[config.mk]
export PLATFORM = sky130hd
export DESIGN_NAME = notify_rx
export DESIGN_NICKNAME = d
export VERILOG_FILES = /design/src/rtl/notify_pkg.sv /design/src/rtl/notify_frame.sv /design/src/rtl/notify_hold.sv /design/src/rtl/notify_rx.sv
export SDC_FILE = /design/constraint.sdc
export NUM_CORES = 1
export LEC_CHECK = 0
export BUFFER_PORTS_ARGS = -buffer_cell sky130_fd_sc_hd__buf_2
export CAP_MARGIN = 20
export CORE_AREA = 2 2 66 68
export DETAILED_ROUTE_END_ITERATION = 12
export DIE_AREA = 0 0 68 70
export PLACE_DENSITY = 0.9
export SKIP_LAST_GASP = 1
export SLEW_MARGIN = 0
export SYNTH_ARGS = -nofsm -noshare
export SYNTH_HDL_FRONTEND = slang
export SYNTH_HIERARCHICAL = 1
export SYNTH_SLANG_ARGS = --single-unit
[constraint.sdc]
create_clock -name clk_i -period 4.4 [get_ports clk_i]
set_input_delay 0.44 -clock clk_i [delete_from_list [all_inputs] [get_ports clk_i]]
set_output_delay 0.44 -clock clk_i [all_outputs]
set_load 0.02 [all_outputs]
[src/rtl/notify_pkg.sv]
package notify_pkg;
  parameter int ADDR_W = 7;
  parameter int DATA_W = 16;
  localparam int DATA_BYTES = DATA_W / 8;
  localparam int NBYTES = 1 + DATA_BYTES;
  localparam int CNT_W = $clog2(NBYTES + 1);

  typedef struct packed {
    logic [ADDR_W-1:0] dev;
    logic [DATA_W-1:0] data;
  } notify_t;
endpackage

[src/rtl/notify_frame.sv]
module notify_frame
  import notify_pkg::*;
#(
  parameter logic [ADDR_W-1:0] HOST_ADDR = 7'h08
) (
  input  logic              clk_i,
  input  logic              rst_ni,
  input  logic              start_i,
  input  logic              stop_i,
  input  logic              addr_valid_i,
  input  logic [ADDR_W-1:0] addr_i,
  input  logic              rw_i,
  input  logic              byte_valid_i,
  input  logic [7:0]        byte_i,
  input  logic              pending_i,
  output logic              ack_o,
  output logic              done_o,
  output notify_t           frame_o
);
  localparam logic [CNT_W-1:0] FULL = CNT_W'(NBYTES);

  logic             active_q;
  logic [CNT_W-1:0] cnt_q;
  logic [7:0]       buf_q [NBYTES];
  logic             addr_hit, byte_take;

  assign addr_hit  = addr_valid_i && (addr_i == HOST_ADDR) && !rw_i;
  // first payload byte is refused while a notify is pending
  assign byte_take = byte_valid_i && active_q && (cnt_q != FULL)
                     && !((cnt_q == '0) && pending_i);
  assign ack_o     = addr_hit || byte_take;
  assign done_o    = stop_i && active_q && (cnt_q == FULL);

  always_ff @(posedge clk_i or negedge rst_ni) begin
    if (!rst_ni) begin
      active_q <= 1'b0;
      cnt_q    <= '0;
    end else if (start_i || stop_i) begin
      active_q <= 1'b0;
      cnt_q    <= '0;
    end else if (addr_valid_i) begin
      active_q <= addr_hit;
      cnt_q    <= '0;
    end else if (byte_valid_i && active_q) begin
      if (byte_take) cnt_q <= cnt_q + CNT_W'(1);
      else           active_q <= 1'b0;
    end
  end

  for (genvar k = 0; k < NBYTES; k++) begin : g_buf
    always_ff @(posedge clk_i or negedge rst_ni) begin
      if (!rst_ni)                                  buf_q[k] <= '0;
      else if (byte_take && (cnt_q == CNT_W'(k)))  buf_q[k] <= byte_i;
    end
  end

  assign frame_o.dev = buf_q[0][7:8-ADDR_W];
  for (genvar k = 1; k < NBYTES; k++) begin : g_data
    assign frame_o.data[(k-1)*8 +: 8] = buf_q[k];
  end
endmodule

[src/rtl/notify_hold.sv]
module notify_hold
  import notify_pkg::*;
(
  input  logic    clk_i,
  input  logic    rst_ni,
  input  logic    done_i,
  input  notify_t frame_i,
  input  logic    clear_i,
  output logic    irq_o,
  output notify_t held_o
);
  always_ff @(posedge clk_i or negedge rst_ni) begin
    if (!rst_ni) begin
      irq_o  <= 1'b0;
      held_o <= '0;
    end else if (done_i) begin
      irq_o  <= 1'b1;
      held_o <= frame_i;
    end else if (clear_i) begin
      irq_o  <= 1'b0;
    end
  end
endmodule

[src/rtl/notify_rx.sv]
module notify_rx
  import notify_pkg::*;
#(
  parameter logic [6:0] HOST_ADDR = 7'h08
) (
  input  logic        clk_i,
  input  logic        rst_ni,
  input  logic        start_i,
  input  logic        stop_i,
  input  logic        addr_valid_i,
  input  logic [6:0]  addr_i,
  input  logic        rw_i,
  input  logic        byte_valid_i,
  input  logic [7:0]  byte_i,
  output logic        ack_o,
  input  logic        clear_i,
  output logic        irq_o,
  output logic [6:0]  notify_dev_o,
  output logic [15:0] notify_data_o
);
  notify_t frame, held;
  logic    done;

  notify_frame #(.HOST_ADDR(HOST_ADDR)) u_frame (
    .clk_i        (clk_i),
    .rst_ni       (rst_ni),
    .start_i      (start_i),
    .stop_i       (stop_i),
    .addr_valid_i (addr_valid_i),
    .addr_i       (addr_i),
    .rw_i         (rw_i),
    .byte_valid_i (byte_valid_i),
    .byte_i       (byte_i),
    .pending_i    (irq_o),
    .ack_o        (ack_o),
    .done_o       (done),
    .frame_o      (frame)
  );

  notify_hold u_hold (
    .clk_i   (clk_i),
    .rst_ni  (rst_ni),
    .done_i  (done),
    .frame_i (frame),
    .clear_i (clear_i),
    .irq_o   (irq_o),
    .held_o  (held)
  );

  assign notify_dev_o  = held.dev;
  assign notify_data_o = held.data;
endmodule

==> results of run 1 <==
-- flip-flops by register name, summed over array words and instances (netlist names) --
signal / cells
u_frame/cnt_q: 2
u_frame/frame_o: 23
u_frame/active_q: 1
u_hold/irq_o: 1
u_hold/held_o: 23
-- cells in the mapped netlist, drive strengths merged --
library cell / n
a211oi: 1
a21bo: 1
a21boi: 3
a21o: 1
a21oi: 1
and3: 3
buf: 5
dfrtp: 50
ha: 4
inv: 4
mux2: 46
nand2b: 1
nand3: 2
nand4: 1
nand4b: 1
nor2: 2
nor2b: 2
nor3: 1
nor4b: 1
o21ai: 4
-- report_power, final --
| group | internal, mW | switching [mW] |
|---|---|---|
| sequential | 0.460 | 0.000288 |
| combinational | 0.0114 | 0.0162 |
| clock | 0.170 | 0.142 |
-- final cells by class --
| class | count | area [sq um] |
|---|---|---|
| clock buffer | 7 | 76.3 |
| clock inverter | 1 | 30.0 |
| fill | 313 | 1560 |
| inverter | 4 | 15.0 |
| multi-input combinational | 75 | 883 |
| sequential | 50 | 1250 |
| tap | 52 | 65.1 |
| timing repair buffer | 49 | 263 |
-- cell families after synthesis --
| kind of cell | Yosys count | synth area share (%) |
|---|---|---|
| and+or+nand+nor | 14 | 4.80 |
| DFF | 50 | 55.8 |
| AOI/OAI and AO/OA | 11 | 3.41 |
| adders and majority gates | 4 | 2.23 |
| buffers and inverters | 9 | 4.75 |
| muxes | 46 | 29.0 |
-- worst register-to-register path, cell delays in order (launching register included) --
cell                      delay (ps)
sky130_fd_sc_hd__dfrtp_1         400
sky130_fd_sc_hd__ha_1            270
sky130_fd_sc_hd__and3_1          180
sky130_fd_sc_hd__buf_4           380
sky130_fd_sc_hd__mux2_2          400
-- placed cells by master (no fill, tap or decap), types with 2 or more instances in the layout --
cell type and count:
sky130_fd_sc_hd__mux2_4 35, sky130_fd_sc_hd__nor2_1 2, sky130_fd_sc_hd__clkbuf_1 2, sky130_fd_sc_hd__mux2_2 11
sky130_fd_sc_hd__inv_1 4, sky130_fd_sc_hd__o21ai_0 4, sky130_fd_sc_hd__buf_2 47, sky130_fd_sc_hd__and3_4 2
sky130_fd_sc_hd__dfrtp_1 50, sky130_fd_sc_hd__ha_1 4, sky130_fd_sc_hd__a21boi_0 2, sky130_fd_sc_hd__clkbuf_8 5
sky130_fd_sc_hd__nand3_1 2
-- routing by layer --
layer	routed length, microns	vias to the layer above	track usage (%)	share of wire [%]
li1	-	573	-	-
met1	1730	608	23.1	47
met2	1670	43	26.0	45
met3	244	6	5.15	6.6
met4	33	0	4.67	0.90
met5	0	-	0	0
-- path summary, 6_finish.rpt --
path | start | endpoint | slack [ps] | depth (start not counted)
worst max-delay path | u_frame/cnt_q[0] | ack_o | 2370 | 5
worst min-delay path | rst_ni | u_hold/held_o[12] | 20 | 1
worst max register to register | u_frame/cnt_q[1] | u_hold/held_o[15] | 2670 | 4
worst min register to register | u_frame/frame_o[17] | u_hold/held_o[17] | 500 | 1
max in group asynchronous | rst_ni | u_frame/frame_o[0] | 3890 | 2
min in group clk_i | start_i | u_frame/active_q | 320 | 2
-- per-stage QoR --
stage          hold WS [ps]  instances  area (sq um)  worst slack, ps
2_1_floorplan           144        134          2240             2590
3_3_place_gp            481        229          2460             2720
3_5_place_dp            486        229          2460             2660
4_1_cts                 304        237          2560             2370
5_1_grt                23.8        238          2580             2260
6_report               24.4        238          2580             2370
==> run summary, run 1 <==
=====================================================================================
Number of buffers on the longest clock path                                         2
Avg Inst Size Synth                                                        16.7 sq um
CP Capture Type                                                           output port
Proportion of netlist area held by the largest area contributor                 55.8%
CP Data Required Time                                                         3960 ps
Clock transition at the registers of the reported paths                         80 ps
Summed negative setup slack over all endpoints                                   0 ps
Total of endpoints with negative setup slack in the final report                    0
Layout area overhead                                                            15.3%
Clock network latency to the later pin of the worst-skew pair                  290 ps
Die area                                                                   4760 sq um
Sinks on Clock Net                                                                 50
Fraction of layout instances using a drive strength above 1                     57.5%
Buffering stage count on the worst path with inverters included                     2
I/O Buffers                                                                        47
Pleak                                                                         1.37 nW
Post-route clock period utilization                                             46.1%
Portion of the post-synthesis area used by sequential elements                  55.8%
CTS tree                                                                          yes
HPWL reported at the end of detailed placement                                2.54 mm
Antenna-violating nets left                                                         0
Yosys warning count                                                                 6
RSZ-0062 raised after global routing                                            false
Total global routing track utilization                                          16.9%
Worst max-slew margin expressed relative to the limit                           71.0%
Number of violations of the max-capacitance limit                                   0
Maximum fanout count along the critical path                                        4
Utilization after layout                                                        62.3%
Routed wirelength normalized by instance count                           15.5 microns
Average via count per standard cell                                              5.17
Total congestion overflow after global routing                                      0
Count of routing violations after the opening detailed-route iteration             98
Cell at the root of the clock tree                                       sky130_fd_sc_hd__clkbuf_8
Pin count of the biggest net entering global routing                               51
Total via count in the routed design                                             1230
Core region area                                                           4140 sq um
Outcome                                                                  finished, final reports clean
Count of pins over their slew limit                                                 0
Power density normalized to cell area                                     309 nW/um^2
Number of instances in the synthesized netlist                                    134
Number of top-level design ports                                                   48
Cts hold-fix bufs                                                                   0
Overall power consumption                                                    0.799 mW
Min-delay worst type                                                      in -> async
Die width                                                                  68 microns
Type of element launching the critical path                                 flip-flop
Clock skew after layout                                                       5.79 ps
Number of endpoints with negative hold slack in the final report                    0
Detailed-route wire length                                                    3.68 mm
Cell type group with the largest total delay on the critical path          flip-flops
Chip Height                                                                70 microns
Number of H-tree levels                                                             2
Number of design rule violations left after detail routing                          0
WP data arrival                                                               1590 ps
CTS resizes                                                                         0
Post-CTS repair timing setup buffer count                                           0
Cts bufs inserted                                                                   5
Initial core utilization                                                        54.1%
Post-synthesis instance area                                               2240 sq um
Most area-hungry cell type in the Yosys netlist                          sky130_fd_sc_hd__dfrtp_1
Transition at the pin with the smallest max-transition slack                   436 ps
Initial antenna violation count                                                     0
Final weighted congestion in routability-driven placement                       0.777
Post-Syn Nets                                                                     161
Std-Cell Rows                                                                      24
Highest Clock Rate                                                            493 MHz
Count of antenna diodes in the layout                                               0
Critical path cell sequence                                              inv_1, ha_1, a21bo_2, o21ai_0, buf_2
FF+latch count, synth                                                              50
Global-route wire length before repair                                        6.04 mm
Min cycle time layout                                                         2030 ps
Slowest CP cell                                                          sky130_fd_sc_hd__dfrtp_1
Worst supply voltage drop on vdd                                             0.128 mV
Number of detailed-route iterations in the first pass                               4
Synth top area cells                                                     sky130_fd_sc_hd__dfrtp_1, sky130_fd_sc_hd__mux2_4, sky130_fd_sc_hd__mux2_2
Worst stage delay on the critical path                                         390 ps
Distinct cell type count after synthesis                                           25
Number of nets in the final layout                                                212
Via count of the first global-routing pass                                       1278
Type of the worst setup path                                               reg -> out
=====================================================================================
No activity file was read; power rests on OpenSTA's default activity.
==> run 2: changes to the inputs <==
- CORE_AREA: 2 2 66 68 -> 2 2 69 71
- DIE_AREA: 0 0 68 70 -> 0 0 71 73
- PLACE_DENSITY: 0.9 -> 0.84
- clock period: 4.4 -> 2 ns (I/O delays scaled with it)
==> run 2 against run 1 <==
  * Cell count up 1.7%
  * Register-to-register slack worse by 2400 ps
  * Global-route usage is 1.0 points lower
  * Count of clock-buffer cells in the layout shrank 2
  * Non-clock buffer count is 2 higher
  * Sequential share of layout area shrank 0.12 points
  * Sequential cell count stayed put
  * Die area grew 8.9%
  * Clock power rose by 93%
  * Final area grew 0.24%
  * Combinational power up 120%
  * Critical endpoint unchanged
  * Highest routed layer unchanged
==> run summary, run 2 (synthesis gave the netlist of run 1 again) <==
=====================================================================================
Number of endpoints with negative hold slack in the final report                    0
Final weighted congestion in routability-driven placement                       0.706
Layout area overhead                                                            15.6%
HPWL reported at the end of detailed placement                                2.80 mm
Die area                                                                   5180 sq um
Highest Clock Rate                                                            553 MHz
Worst stage delay on the critical path                                         400 ps
Clock network latency to the later pin of the worst-skew pair                  310 ps
Post-route clock period utilization                                             90.5%
Number of H-tree levels                                                             2
Clock transition at the registers of the reported paths                         90 ps
Post-place instance area                                                   2490 sq um
Pin count of the biggest net entering global routing                               25
Power density normalized to cell area                                     647 nW/um^2
Commonest non-fill, non-tap cells in the layout                          sky130_fd_sc_hd__dfrtp_1, sky130_fd_sc_hd__buf_2, sky130_fd_sc_hd__mux2_4, sky130_fd_sc_hd__mux2_2, sky130_fd_sc_hd__clkbuf_8
Initial antenna violation count                                                     0
Min-delay worst type                                                        in -> reg
Average via count per standard cell                                              5.20
Maximum fanout count along the critical path                                        4
Clock skew after layout                                                       8.75 ps
Slowest CP cell                                                          sky130_fd_sc_hd__dfrtp_1
Outcome                                                                  finished, final reports clean
Critical path cell sequence                                              inv_1, ha_1, a21bo_2, o21ai_0, buf_2
Total congestion overflow after global routing                                      0
Die width                                                                  71 microns
CP Capture Type                                                           output port
Post-CTS repair timing setup buffer count                                           0
Utilization after layout                                                        57.1%
Count of pins over their slew limit                                                 0
Final hold slack                                                              51.1 ps
Count of antenna diodes in the layout                                               0
Global-route wire length before repair                                        6.29 mm
Std-Cell Rows                                                                      25
Via count of the first global-routing pass                                       1271
Total of endpoints with negative setup slack in the final report                    0
Leading cell type in the layout, fill and taps excluded                  sky130_fd_sc_hd__dfrtp_1
CP Data Required Time                                                         1800 ps
Number of violations of the max-capacitance limit                                   0
Cts bufs inserted                                                                   5
Fraction of layout instances using a drive strength above 1                     58.5%
Worst max-slew margin expressed relative to the limit                           75.6%
Final Cell Area                                                            2590 sq um
I/O Buffers                                                                        47
Setup WS pre-CTS                                                               287 ps
Count of routing violations after the opening detailed-route iteration            111
Number of buffers on the longest clock path                                         2
WP data arrival                                                               1610 ps
Pleak                                                                         1.37 nW
Transition at the pin with the smallest max-transition slack                   366 ps
Cell at the root of the clock tree                                       sky130_fd_sc_hd__clkbuf_8
Number of design rule violations left after detail routing                          0
Type of element launching the critical path                                 flip-flop
CTS tree                                                                          yes
Summed negative setup slack over all endpoints                                   0 ps
Number of top-level design ports                                                   48
Initial core utilization                                                        49.4%
Worst supply voltage drop on vdd                                             0.248 mV
Core region area                                                           4540 sq um
Detailed-route wire length                                                    3.82 mm
Chip Height                                                                73 microns
Slack of the critical path                                                     190 ps
Number of nets in the final layout                                                214
RSZ-0062 raised after global routing                                            false
Number of detailed-route iterations in the first pass                               4
Antenna-violating nets left                                                         0
Min cycle time layout                                                         1810 ps
Total global routing track utilization                                          15.9%
Sinks on Clock Net                                                                 50
Routed wirelength normalized by instance count                           15.8 microns
Type of the worst setup path                                               reg -> out
Total via count in the routed design                                             1258
=====================================================================================
[run 2: worst paths after layout]
kind                                     startpoint            endpoint  slack, ps  cells after the start
worst max-delay path               u_frame/cnt_q[0]               ack_o        190                      5
worst min-delay path                        start_i    u_frame/active_q         50                      2
worst max register to register     u_frame/cnt_q[0]  u_frame/frame_o[3]        260                      5
worst min register to register  u_frame/frame_o[18]   u_hold/held_o[18]        510                      1
max in group asynchronous                    rst_ni    u_hold/held_o[6]       1120                      3
min in group asynchronous                    rst_ni   u_hold/held_o[12]        320                      2
[run 2: final cells by class]
cell class                      instances  area [sq um]
Tap cell                               54          67.6
Clock buffer                            5          68.8
Sequential cell                        50          1250
Timing Repair Buffer                   51           280
Inverter                                4          15.0
Multi-Input combinational cell         75           883
Fill cell                             347          1950
Clock inverter                          3          23.8
[run 2: metal layers]
layer	GRT usage [%]	part of all wire, %	up-vias
met1	22.6	47	636
met5	0	0	-
met3	3.87	5.1	5
met4	6.92	1.4	0
li1	-	-	574
met2	23.3	46	43
[run 2: where the power goes]
group	internal (mW)	switching, mW	total (mW)
Sequential	1.01	0.000626	1.01
Combinational	0.0249	0.0368	0.0617
Clock	0.250	0.351	0.602
[run 2: stage by stage]
stage	total power, mW	cells
2_1_floorplan	1.04	134
3_3_place_gp	1.09	233
3_5_place_dp	1.09	233
4_1_cts	1.70	242
5_1_grt	1.74	242
6_report	1.68	242
[run 2: what timing repair did]
| item | 4_1_cts | 5_1_grt |
|---|---|---|
| hold buffers | 1 | 0 |
| setup endpoints to repair | 0 | 0 |
| endpoints found under the hold margin | 15 | 0 |
| resized for setup | 0 | 0 |
[run 2: critical path: cells and delay by family, from the launching register on]
kind | cells | cell delay (ps)
DFF | 1 | 400
AOI/OAI and AO/OA | 2 | 360
adders and majority gates | 1 | 270
buffers and inverters | 2 | 270
==> run 3: changes to the inputs <==
- PLACE_DENSITY: 0.84 -> default
- PLACE_DENSITY_LB_ADDON: default -> 0.25
==> run 3 against run 2 <==
  * Clock power is 16% higher
  * Clock skew fell by 1.9 ps
  * Critical endpoint unchanged
  * Largest power group unchanged
  * First-iteration DRC count shrank 55%
==> run summary, run 3 (synthesis gave the netlist of run 1 again) <==
=====================================================================================
Post-CTS repair timing setup buffer count                                           0
Setup WS pre-CTS                                                               223 ps
Number of endpoints with negative hold slack in the final report                    0
Clock skew after layout                                                       6.85 ps
Die area                                                                   5180 sq um
Die width                                                                  71 microns
Clock network latency to the later pin of the worst-skew pair                  300 ps
Number of buffers on the longest clock path                                         2
Number of violations of the max-capacitance limit                                   0
Count of antenna diodes in the layout                                               0
I/O Buffers                                                                        47
Reg-to-reg setup timing slack                                                  220 ps
Summed negative setup slack over all endpoints                                   0 ps
Count of pins over their slew limit                                                 0
Total congestion overflow after global routing                                      0
Final weighted congestion in routability-driven placement                       0.884
Fraction of layout instances using a drive strength above 1                     58.0%
Commonest non-fill, non-tap cells in the layout                          sky130_fd_sc_hd__dfrtp_1, sky130_fd_sc_hd__buf_2, sky130_fd_sc_hd__mux2_4, sky130_fd_sc_hd__mux2_2, sky130_fd_sc_hd__clkbuf_8
Overall power consumption                                                     1.77 mW
Pleak                                                                         1.38 nW
Via count of the first global-routing pass                                       1259
Initial antenna violation count                                                     0
CP Data Required Time                                                         1800 ps
HPWL reported at the end of detailed placement                                2.78 mm
Clock transition at the registers of the reported paths                         90 ps
Sinks on Clock Net                                                                 50
Highest Clock Rate                                                            548 MHz
Power density normalized to cell area                                     681 nW/um^2
Outcome                                                                  finished, final reports clean
Number of top-level design ports                                                   48
Number of design rule violations left after detail routing                          0
Maximum fanout count along the critical path                                        4
Number of nets in the final layout                                                214
Total global routing track utilization                                          16.2%
Std-Cell Rows                                                                      25
Cts hold-fix bufs                                                                   1
CTS resizes                                                                         0
Slack of the critical path                                                     176 ps
Count of routing violations after the opening detailed-route iteration             50
Post-route clock period utilization                                             91.2%
Antenna-violating nets left                                                         0
Worst max-slew margin expressed relative to the limit                           62.2%
Type of the worst setup path                                               reg -> out
Total of endpoints with negative setup slack in the final report                    0
Routed wirelength normalized by instance count                           15.8 microns
Core region area                                                           4540 sq um
Post-place instance area                                                   2470 sq um
Layout area overhead                                                            15.8%
Detailed-route wire length                                                    3.84 mm
Average via count per standard cell                                              5.10
Number of H-tree levels                                                             2
Number of detailed-route iterations in the first pass                               4
CP Capture Type                                                           output port
RSZ-0062 raised after global routing                                            false
Cell at the root of the clock tree                                       sky130_fd_sc_hd__clkbuf_8
Transition at the pin with the smallest max-transition slack                   566 ps
Leading cell type in the layout, fill and taps excluded                  sky130_fd_sc_hd__dfrtp_1
Cts bufs inserted                                                                   5
Pin count of the biggest net entering global routing                               27
Min-delay worst type                                                        in -> reg
Total via count in the routed design                                             1234
Worst supply voltage drop on vdd                                             0.401 mV
Global-route wire length before repair                                        6.31 mm
Initial core utilization                                                        49.4%
Final Cell Area                                                            2590 sq um
WP data arrival                                                               1620 ps
Type of element launching the critical path                                 flip-flop
Min cycle time layout                                                         1820 ps
Chip Height                                                                73 microns
CTS tree                                                                          yes
=====================================================================================
==> run 3: cell types whose count changed in the layout (fill, tap and decap cells not counted), sizes merged <==
cell,change
inv,-1
clkinvlp,-1
clkbuf,+1
bufinv,+1
==> run 3: power by group <==
part           internal [mW]  total [mW]  switching (mW)
Combinational         0.0236      0.0594          0.0358
Clock                  0.373       0.696           0.322
Sequential              1.01        1.01        0.000616
==> run 3: per-stage QoR <==
stage	util (%)	std cells	hold slack [ps]
4_1_cts	57.2	242	46.3
5_1_grt	57.2	242	61.6
6_report	57.2	242	61.9
2_1_floorplan	-	134	-95.6
3_5_place_dp	54.6	233	231
3_3_place_gp	54.6	233	216
==> run 3: cell type report <==
| class | instances | area, sq um |
|---|---|---|
| fill | 362 | 1940 |
| sequential | 50 | 1250 |
| multi-input combinational | 75 | 883 |
| timing repair buffer | 51 | 268 |
| clock buffer | 6 | 72.6 |
| tap | 54 | 67.6 |
| clock inverter | 2 | 37.5 |
| inverter | 4 | 15.0 |
==> run 3: critical path, stage by stage, from the launching register on <==
cell and delay (ps):
sky130_fd_sc_hd__dfrtp_1 410, sky130_fd_sc_hd__inv_1 100, sky130_fd_sc_hd__ha_1 270, sky130_fd_sc_hd__a21bo_2 230, sky130_fd_sc_hd__o21ai_0 150, sky130_fd_sc_hd__buf_2 190
==> run 3: final timing paths <==
check                                     from             endpoint  depth (start not counted)
min reg2reg                u_frame/frame_o[19]    u_hold/held_o[19]                          1
max reg2reg                   u_frame/cnt_q[0]  u_frame/frame_o[10]                          5
max in group asynchronous               rst_ni  u_frame/frame_o[16]                          3
min                                    start_i     u_frame/active_q                          2
min in group asynchronous               rst_ni    u_hold/held_o[11]                          2
max                           u_frame/cnt_q[0]                ack_o                          5
==> run 3: per-layer routing <==
layer | vias to the layer above | global-route usage (%) | wire [microns]
met2 | 38 | 24.8 | 1810
li1 | 579 | - | -
met4 | 0 | 9.22 | 54
met3 | 4 | 3.59 | 190
met5 | - | 0 | 0
met1 | 613 | 21.4 | 1780
